`config.mk`:
```
export PLATFORM = sky130hd
export DESIGN_NAME = bitop_flag_unit
export DESIGN_NICKNAME = d
export VERILOG_FILES = /design/src/rtl/bitop_pkg.sv /design/src/rtl/bitop_ctrl.sv /design/src/rtl/bitop_crgen.sv /design/src/rtl/bitop_datapath.sv /design/src/rtl/bitop_flag_unit.sv
export SDC_FILE = /design/constraint.sdc
export NUM_CORES = 1
export LEC_CHECK = 0
export BUFFER_PORTS_ARGS = -buffer_cell sky130_fd_sc_hd__clkbuf_2
export CAP_MARGIN = 0
export CORE_MARGIN = 5
export CORE_UTILIZATION = 40
export DETAILED_ROUTE_END_ITERATION = 7
export PLACE_DENSITY = 0.66
export SYNTH_ARGS = -nofsm -noshare
export SYNTH_HDL_FRONTEND = slang
export SYNTH_SLANG_ARGS = --single-unit
```
`constraint.sdc`:
```
create_clock -name clk -period 2.95 [get_ports clk]
set_input_delay 0.1475 -clock clk [delete_from_list [all_inputs] [get_ports clk]]
set_output_delay 0.1475 -clock clk [all_outputs]
set_load 0.01 [all_outputs]
```
`src/rtl/bitop_pkg.sv`:
```
package bitop_pkg;

  localparam int OP_W = 4;

  localparam logic [OP_W-1:0] OP_AND   = 4'd0;
  localparam logic [OP_W-1:0] OP_OR    = 4'd1;
  localparam logic [OP_W-1:0] OP_XOR   = 4'd2;
  localparam logic [OP_W-1:0] OP_NAND  = 4'd3;
  localparam logic [OP_W-1:0] OP_NOR   = 4'd4;
  localparam logic [OP_W-1:0] OP_ANDI  = 4'd5;
  localparam logic [OP_W-1:0] OP_ANDIH = 4'd6;
  localparam logic [OP_W-1:0] OP_ORI   = 4'd7;
  localparam logic [OP_W-1:0] OP_ORIH  = 4'd8;
  localparam logic [OP_W-1:0] OP_XORI  = 4'd9;
  localparam logic [OP_W-1:0] OP_XORIH = 4'd10;

  typedef enum logic [2:0] {
    FN_AND  = 3'd0,
    FN_OR   = 3'd1,
    FN_XOR  = 3'd2,
    FN_NAND = 3'd3,
    FN_NOR  = 3'd4,
    FN_ZERO = 3'd5
  } fn_e;

  typedef struct packed {
    fn_e  fn;
    logic useImm;
    logic immHigh;
    logic recordOn;
  } strobe_t;

endpackage

```
`src/rtl/bitop_ctrl.sv`:
```
module bitop_ctrl
  import bitop_pkg::*;
(
  input  logic [OP_W-1:0] opCode,
  input  logic            recordEn,
  output strobe_t         strobes
);

  always_comb begin
    strobes.fn       = FN_ZERO;
    strobes.useImm   = 1'b0;
    strobes.immHigh  = 1'b0;
    strobes.recordOn = 1'b0;
    unique case (opCode)
      OP_AND:   begin strobes.fn = FN_AND;  strobes.recordOn = recordEn; end
      OP_OR:    begin strobes.fn = FN_OR;   strobes.recordOn = recordEn; end
      OP_XOR:   begin strobes.fn = FN_XOR;  strobes.recordOn = recordEn; end
      OP_NAND:  begin strobes.fn = FN_NAND; strobes.recordOn = recordEn; end
      OP_NOR:   begin strobes.fn = FN_NOR;  strobes.recordOn = recordEn; end
      OP_ANDI:  begin strobes.fn = FN_AND; strobes.useImm = 1'b1; strobes.recordOn = 1'b1; end
      OP_ANDIH: begin strobes.fn = FN_AND; strobes.useImm = 1'b1; strobes.immHigh = 1'b1;
                      strobes.recordOn = 1'b1; end
      OP_ORI:   begin strobes.fn = FN_OR;  strobes.useImm = 1'b1; end
      OP_ORIH:  begin strobes.fn = FN_OR;  strobes.useImm = 1'b1; strobes.immHigh = 1'b1; end
      OP_XORI:  begin strobes.fn = FN_XOR; strobes.useImm = 1'b1; end
      OP_XORIH: begin strobes.fn = FN_XOR; strobes.useImm = 1'b1; strobes.immHigh = 1'b1; end
      default:  begin strobes.fn = FN_ZERO; end
    endcase
  end

endmodule

```
`src/rtl/bitop_crgen.sv`:
```
module bitop_crgen #(
  parameter int DATA_W = 64,
  parameter int CMP_W  = 32
) (
  input  logic [DATA_W-1:0] res,
  input  logic              sumOvf,
  output logic [3:0]        flags
);

  localparam int EXT_W = DATA_W - CMP_W;

  logic signed [DATA_W-1:0] extended;

  generate
    if (EXT_W > 0) begin : g_ext
      assign extended = {{EXT_W{res[CMP_W-1]}}, res[CMP_W-1:0]};
    end else begin : g_full
      assign extended = res;
    end
  endgenerate

  logic isNeg, isZero;
  assign isNeg  = extended < 0;
  assign isZero = extended == '0;

  assign flags = {isNeg, !isNeg && !isZero, isZero, sumOvf};

endmodule

```
`src/rtl/bitop_datapath.sv`:
```
module bitop_datapath
  import bitop_pkg::*;
#(
  parameter int DATA_W = 64,
  parameter int IMM_W  = 16,
  parameter int CMP_W  = 32
) (
  input  logic              clk,
  input  logic              rstN,
  input  logic              inValid,
  input  strobe_t           strobes,
  input  logic [DATA_W-1:0] srcA,
  input  logic [DATA_W-1:0] srcB,
  input  logic              sumOvf,
  output logic              outValid,
  output logic [DATA_W-1:0] result,
  output logic              crWrEn,
  output logic [3:0]        crVal
);

  localparam int HIGH_LSB = IMM_W;
  localparam int HIGH_PAD = DATA_W - 2 * IMM_W;

  logic [DATA_W-1:0] immLow, immHigh, operandB, nextRes;
  logic [3:0]        nextFlags;
  logic              recordQ;

  assign immLow = {{(DATA_W - IMM_W){1'b0}}, srcB[IMM_W-1:0]};

  generate
    if (HIGH_PAD > 0) begin : g_pad
      assign immHigh = {{HIGH_PAD{1'b0}}, srcB[IMM_W-1:0], {HIGH_LSB{1'b0}}};
    end else begin : g_nopad
      assign immHigh = {srcB[IMM_W-1:0], {HIGH_LSB{1'b0}}};
    end
  endgenerate

  always_comb begin
    if (!strobes.useImm)     operandB = srcB;
    else if (strobes.immHigh) operandB = immHigh;
    else                      operandB = immLow;
  end

  always_comb begin
    unique case (strobes.fn)
      FN_AND:  nextRes = srcA & operandB;
      FN_OR:   nextRes = srcA | operandB;
      FN_XOR:  nextRes = srcA ^ operandB;
      FN_NAND: nextRes = ~(srcA & operandB);
      FN_NOR:  nextRes = ~(srcA | operandB);
      default: nextRes = '0;
    endcase
  end

  bitop_crgen #(.DATA_W(DATA_W), .CMP_W(CMP_W)) i_crgen (
    .res    (nextRes),
    .sumOvf (sumOvf),
    .flags  (nextFlags)
  );

  always_ff @(posedge clk) begin
    if (!rstN) begin
      outValid <= 1'b0;
      result   <= '0;
      crVal    <= '0;
      recordQ  <= 1'b0;
    end else begin
      outValid <= inValid;
      if (inValid) begin
        result  <= nextRes;
        crVal   <= nextFlags;
        recordQ <= strobes.recordOn;
      end
    end
  end

  assign crWrEn = outValid && recordQ;

endmodule

```
`src/rtl/bitop_flag_unit.sv`:
```
module bitop_flag_unit
  import bitop_pkg::*;
#(
  parameter int DATA_W = 64,
  parameter int IMM_W  = 16,
  parameter int CMP_W  = 32
) (
  input  logic              clk,
  input  logic              rstN,
  input  logic              inValid,
  input  logic [OP_W-1:0]   opCode,
  input  logic              recordEn,
  input  logic [DATA_W-1:0] srcA,
  input  logic [DATA_W-1:0] srcB,
  input  logic              sumOvf,
  output logic              outValid,
  output logic [DATA_W-1:0] result,
  output logic              crWrEn,
  output logic [3:0]        crVal
);

  strobe_t strobes;

  bitop_ctrl i_ctrl (
    .opCode   (opCode),
    .recordEn (recordEn),
    .strobes  (strobes)
  );

  bitop_datapath #(.DATA_W(DATA_W), .IMM_W(IMM_W), .CMP_W(CMP_W)) i_dp (
    .clk      (clk),
    .rstN     (rstN),
    .inValid  (inValid),
    .strobes  (strobes),
    .srcA     (srcA),
    .srcB     (srcB),
    .sumOvf   (sumOvf),
    .outValid (outValid),
    .result   (result),
    .crWrEn   (crWrEn),
    .crVal    (crVal)
  );

endmodule

```
==> flow_metrics.py, run 1 <==
metrics = {
    "detailed_routing": {
        "finalWirelength_um": 28500,
        "drc": 0,
        "via_per_inst": 5.55,
        "firstDrtPassIters": 5,
        "post_drt_wl_per_cell_um": 17.8,
        "vias": 8893,
        "drt-initial-drc-count": 712,
        "postRouteAntennaNets": 0,
    },
    "sta": {
        "fmax_mhz": 373,
        "rsz0062_at_grt": "false",
        "slew_headroom": 0.447,
        "worstMarginPinSlew_ns": 0.828,
        "setup-violations-final": 0,
        "period_minus_slack_ns": 2.68,
        "finClkSkew_ns": 0,
        "finalCritPeriodShare": 0.908,
        "tns_ns": 0,
        "slew_violations": 0,
        "hold_viol": 0,
    },
    "logic_synthesis": {
        "synthFlopType": "dfxtp_1",
        "yosysTopAreaCell": "ha_1",
        "netlist_area_um2": 8050,
        "syn_avg_cell_area_um2": 7.14,
        "yosysWarnings": 0,
        "synth_xor_xnor_area_share": 0.00327,
        "netlist_instances": 1127,
        "netlist.area_leader.share": 0.199,
        "synth-seq-area-share": 0.172,
        "synth_top_family_by_area": "compound AO/OA/AOI/OAI gates",
        "synth-simple-area-share": 0.175,
        "yosys-top-cells-area": "ha_1 20%, dfxtp_1 17%, a21oi_1 6.7%",
        "async_flop_share": 0,
        "synth.ff_latch_count": 69,
        "synth_mux_area_frac": 0.0323,
        "synthAdderAreaFrac": 0.199,
        "synth-edff-count": 0,
        "syn-num-nets": 1392,
        "yosys.cell_types.count": 63,
        "synth_compound_area_frac": 0.303,
    },
    "floorplan": {
        "core_area_um2": 19700,
        "die_width_um": 152,
        "initial_core_util": 0.409,
        "pin_count": 207,
        "die_h_um": 152,
        "die-area_um2": 23100,
        "row_count": 51,
    },
    "global_routing": {
        "gr-usage-all-layers": 0.232,
        "grt_overflow": 0,
        "grt_pass1_vias": 8399,
        "grt_pass1_wl_um": 44600,
        "antenna_found_initial": 0,
        "grt_max_degree": 89,
    },
    "cts": {
        "clock_tree.buffer_depth": 2,
        "cts_resized": 0,
        "cts_hold_buf": 0,
        "clk_latency_ns": 0.32,
        "clk_pin_slew_ns": 0.06,
        "cts_tree": "built",
        "htreeDepth": 3,
        "cts_made_buffers": 9,
        "post_cts_buffers": 0,
        "clock_sinks": 69,
        "cts-root-buf": "clkbuf_16",
    },
    "power": {
        "ir_drop_uv": 261,
        "leakage_nw": 5.26,
        "power_density_nw_per_um2": 368,
    },
    "cells_and_area": {
        "nets": 1596,
        "layout-drive-gt1-share": 0.234,
        "antenna_cells": 0,
        "final_util": 0.510,
        "syn_to_final_growth_pct": 24.6,
    },
    "place": {
        "place_congestion": 0.904,
        "port_buffers": 206,
        "dpl.hpwl_um": 21300,
    },
    "run_status": {
        "outcome": "finished clean",
    },
    "setup_path": {
        "rr_worst_depth": 2,
        "start_kind": "primary input",
        "end_kind": "flip-flop",
        "path_class": "primary input to flip-flop",
        "cp.required_ns": 3.14,
        "arrival_ns": 2.87,
        "critPathMaxFanout": 8,
    },
    "run": {
        "max_cap_violations": 0,
    },
    "worst_hold_path": {
        "hold_path_depth": 2,
        "holdCritPathClass": "primary input to flip-flop",
    },
}
## area by class of cell
type	count	area, um^2
Multi-Input combinational cell	829	5780
Inverter	141	529
Timing Repair Buffer	281	1660
Fill cell	2017	9630
Sequential cell	69	1380
Tap cell	265	332
Clock inverter	5	106
Clock buffer	11	243
## report_power, final
part	switching [mW]	internal (mW)	leakage (nW)
sequential	0.0359	0.990	0.563
combinational	0.789	0.589	4.53
clock	0.430	0.853	0.166
total	1.25	2.43	5.26
## cell families after synthesis
group	count (synthesis)
flops	69
mux	26
xor+xnor	3
buf+inv	229
compound gates	366
fa+ha+maj	128
simple gates	306
## placed cells by master (no fill, tap or decap), types with 4 or more instances in the layout
master     count
nand2b_1      14
a221oi_1      10
a22oi_1       28
a211oi_1      20
o2bb2ai_1      4
inv_1        139
buf_4         70
nand2_1      141
nand3_1       10
buf_12         5
nand4_1        7
dfxtp_1       69
mux2i_1       26
and3_1         8
o2111ai_1      4
nor2_1        70
ha_1         128
a22o_1        43
clkbuf_2     205
o21ai_0       54
clkbuf_16      9
nor4_1         4
nor2b_1       20
o22ai_1       25
and2_1         8
a21oi_1      105
o211ai_1      36
## synthesized netlist by cell type (all sizes together), types with 5 or more instances
| cell type | instances |
|---|---|
| nand4 | 7 |
| nor2b | 21 |
| nand2 | 142 |
| nor2 | 71 |
| o22ai | 25 |
| mux2i | 26 |
| o21ai | 56 |
| a221oi | 12 |
| buf | 47 |
| a21oi | 107 |
| a22oi | 28 |
| dfxtp | 69 |
| inv | 141 |
| ha | 128 |
| o211ai | 36 |
| nand3 | 10 |
| and2 | 8 |
| and3 | 8 |
| nand2b | 14 |
| nor4 | 5 |
| a22o | 43 |
| a211oi | 21 |
| clkbuf | 41 |
## flip-flops by register name, indices dropped and copies added (netlist names)
name / cells
i_dp.crVal: 3
i_dp.recordQ: 1
i_dp.outValid: 1
i_dp.result: 64
## final timing paths
| kind | startpoint | end | slack, ns |
|---|---|---|---|
| hold / removal | rstN | i_dp.crVal[0] | 0.09 |
| setup reg to reg | i_dp.crVal[2] | i_dp.crVal[2] | 2.18 |
| setup / recovery | opCode[2] | i_dp.crVal[2] | 0.27 |
| hold reg to reg | i_dp.result[26] | i_dp.result[26] | 0.45 |
## stage by stage
step	power, mW	setup WS, ns	hold slack (ns)	cell area [um^2]	instances
after global routing	3.92	0.00400	0.0934	10000	1601
final	3.69	0.271	0.0862	10000	1601
after CTS	3.70	0.163	0.0747	10000	1601
after floorplan	1.89	0.00574	0.276	8080	1127
after global placement	2.38	-0.132	0.415	9670	1585
after detailed placement	2.40	-0.197	0.420	9670	1585
## layer usage
metal  up-vias  routed length, um  GRT usage
li1       4356                  -          -
met1      4134              12200      0.308
met2       367              13500      0.391
met3        36               2240     0.0381
met4         0                516     0.0591
met5         -                  0          0
## critical path, stage by stage
cell and delay (ns):
clkbuf_2 0.12, nor2b_1 0.18, buf_4 0.20, a21oi_4 0.10, a22oi_1 0.28, inv_1 0.08, ha_1 0.22, and4b_1 0.18
a311oi_1 0.21, o221ai_1 0.22, nor4_1 0.40, nand4_1 0.16, nor4_2 0.23, a32oi_1 0.15
(Power assumes the default switching activity.)
==> run 2, diff against run 1 <==
--- a/config.mk
+++ b/config.mk
@@ -10,4 +10,5 @@
 export CORE_MARGIN = 5
 export CORE_UTILIZATION = 40
+export CTS_BUF_LIST = sky130_fd_sc_hd__clkbuf_4
 export DETAILED_ROUTE_END_ITERATION = 7
 export PLACE_DENSITY = 0.66
==> constraint.sdc (replaced) <==
create_clock -name clk -period 2.95 [get_ports clk]
set_input_delay 0.1475 -clock clk [delete_from_list [all_inputs] [get_ports clk]]
set_output_delay 0.1475 -clock clk [all_outputs]
set_load 0.005 [all_outputs]
==> flow_metrics.py, run 2 (synthesized netlist as in run 1, its figures left out) <==
metrics = {
    "run_status": {
        "outcome": "finished clean",
    },
    "sta": {
        "tns_ns": 0,
        "fmax_mhz": 381,
        "rsz0062_at_grt": "false",
        "worstMarginPinSlew_ns": 0.834,
        "finalCritPeriodShare": 0.889,
        "setup-violations-final": 0,
        "period_minus_slack_ns": 2.62,
        "slew_violations": 0,
        "slew_headroom": 0.443,
        "finClkSkew_ns": 0,
        "hold_viol": 0,
    },
    "cts": {
        "cts-root-buf": "clkbuf_4",
        "cts_made_buffers": 9,
        "clock_tree.buffer_depth": 2,
        "cts_tree": "built",
        "post_cts_buffers": 0,
        "clk_latency_ns": 0.40,
        "htreeDepth": 3,
        "clock_sinks": 69,
        "clk_pin_slew_ns": 0.13,
    },
    "floorplan": {
        "initial_core_util": 0.409,
        "row_count": 51,
        "die-area_um2": 23100,
        "die_width_um": 152,
        "pin_count": 207,
        "die_h_um": 152,
        "core_area_um2": 19700,
    },
    "setup_path": {
        "start_kind": "primary input",
        "cp.required_ns": 3.24,
        "arrival_ns": 2.91,
        "end_kind": "flip-flop",
        "rr_worst_depth": 2,
        "critPathMaxFanout": 8,
        "path_class": "primary input to flip-flop",
    },
    "detailed_routing": {
        "vias": 8874,
        "via_per_inst": 5.54,
        "post_drt_wl_per_cell_um": 17.7,
        "finalWirelength_um": 28400,
        "drt-initial-drc-count": 756,
        "drc": 0,
        "firstDrtPassIters": 5,
        "postRouteAntennaNets": 0,
    },
    "global_routing": {
        "grt_overflow": 0,
        "grt_max_degree": 89,
        "gr-usage-all-layers": 0.232,
        "grt_pass1_vias": 8424,
        "antenna_found_initial": 0,
        "grt_pass1_wl_um": 44600,
    },
    "power": {
        "p_switching_mw": 1.17,
        "pwr-share-clk": 0.253,
        "power_mw": 3.19,
        "power_density_nw_per_um2": 322,
        "ir_drop_uv": 186,
        "leakage_nw": 5.20,
        "p_sw_frac": 0.367,
        "pwr-share-seq": 0.322,
        "combPwrFrac": 0.425,
        "intPower_mw": 2.02,
    },
    "cells_and_area": {
        "largest_register_ffs": 64,
        "layout-drive-gt1-share": 0.233,
        "antenna_cells": 0,
        "top_register": "i_dp.result",
        "reg.largest.list": "i_dp.result: 64 flops, i_dp.crVal: 3 flops",
        "final_cell_mix": "205 x clkbuf_2, 141 x nand2_1, 139 x inv_1",
        "syn_to_final_growth_pct": 22.8,
        "nFillCells": 2040,
        "final_common_cell": "clkbuf_2",
        "nets": 1598,
    },
    "run": {
        "max_cap_violations": 0,
    },
    "place": {
        "port_buffers": 206,
        "dpl.hpwl_um": 21300,
        "place_congestion": 0.904,
    },
    "worst_hold_path": {
        "hold_path_depth": 3,
        "holdCritPathClass": "primary input to flip-flop",
    },
}
[run 2: layout make-up]
cell class / count / area, um^2 / share of cell area
Tap cell: 265 / 332 / 0.0335
Inverter: 141 / 529 / 0.0536
Multi-Input combinational cell: 829 / 5780 / 0.585
Timing Repair Buffer: 283 / 1680 / 0.170
Clock buffer: 10 / 75.1 / 0.00760
Clock inverter: 6 / 110 / 0.0111
Sequential cell: 69 / 1380 / 0.140
[run 2: what timing repair did]
action / CTS / global route
endpoints found under the setup margin: 0 / 1
hold endpoints to repair: 2 / 0
hold buffers: 2 / 0
resized for setup: 0 / 1
[run 2: power groups by stage]
stage	combinational [mW]	clock, mW	sequential, mW
3_3_place_gp	1.31	0	1.04
6_report	1.36	0.807	1.02
2_1_floorplan	0.821	0	1.04
5_1_grt	1.51	0.880	1.03
3_5_place_dp	1.34	0	1.04
4_1_cts	1.35	0.836	1.02
[run 2: routing by layer]
layer | up-vias | GRT usage | routed length (um)
met5 | - | 0 | 0
li1 | 4359 | - | -
met1 | 4111 | 0.306 | 12300
met2 | 349 | 0.394 | 13500
met4 | 0 | 0.0612 | 592
met3 | 55 | 0.0361 | 2000
[run 2: worst max-delay path, cell delays in order]
cell and delay, ns:
clkbuf_2 0.12, nor2b_1 0.18, buf_4 0.20, a21oi_4 0.10
buf_4 0.15, a22oi_1 0.31, ha_1 0.29, nor2_1 0.06
a211oi_1 0.22, o21ai_1 0.11, a221oi_2 0.34, nand4_1 0.22
nor4_2 0.31, a32oi_1 0.15
[run 2: metrics by stage]
stage / cell area, um^2 / setup slack, ns / utilization / instances / hold WS [ns]
2_1_floorplan: 8080 / 0.00574 / - / 1127 / 0.276
3_3_place_gp: 9670 / -0.132 / 0.492 / 1585 / 0.415
3_5_place_dp: 9670 / -0.197 / 0.492 / 1585 / 0.420
4_1_cts: 9880 / 0.289 / 0.503 / 1603 / 0.0896
5_1_grt: 9880 / 0.139 / 0.503 / 1603 / 0.112
6_report: 9880 / 0.326 / 0.503 / 1603 / 0.140
[run 2: final timing paths]
path	from	endpoint	slack (ns)
max	opCode[2]	i_dp.crVal[2]	0.33
min	inValid	i_dp.result[31]	0.14
max reg2reg	i_dp.crVal[2]	i_dp.crVal[2]	2.17
min reg2reg	i_dp.result[26]	i_dp.result[26]	0.46
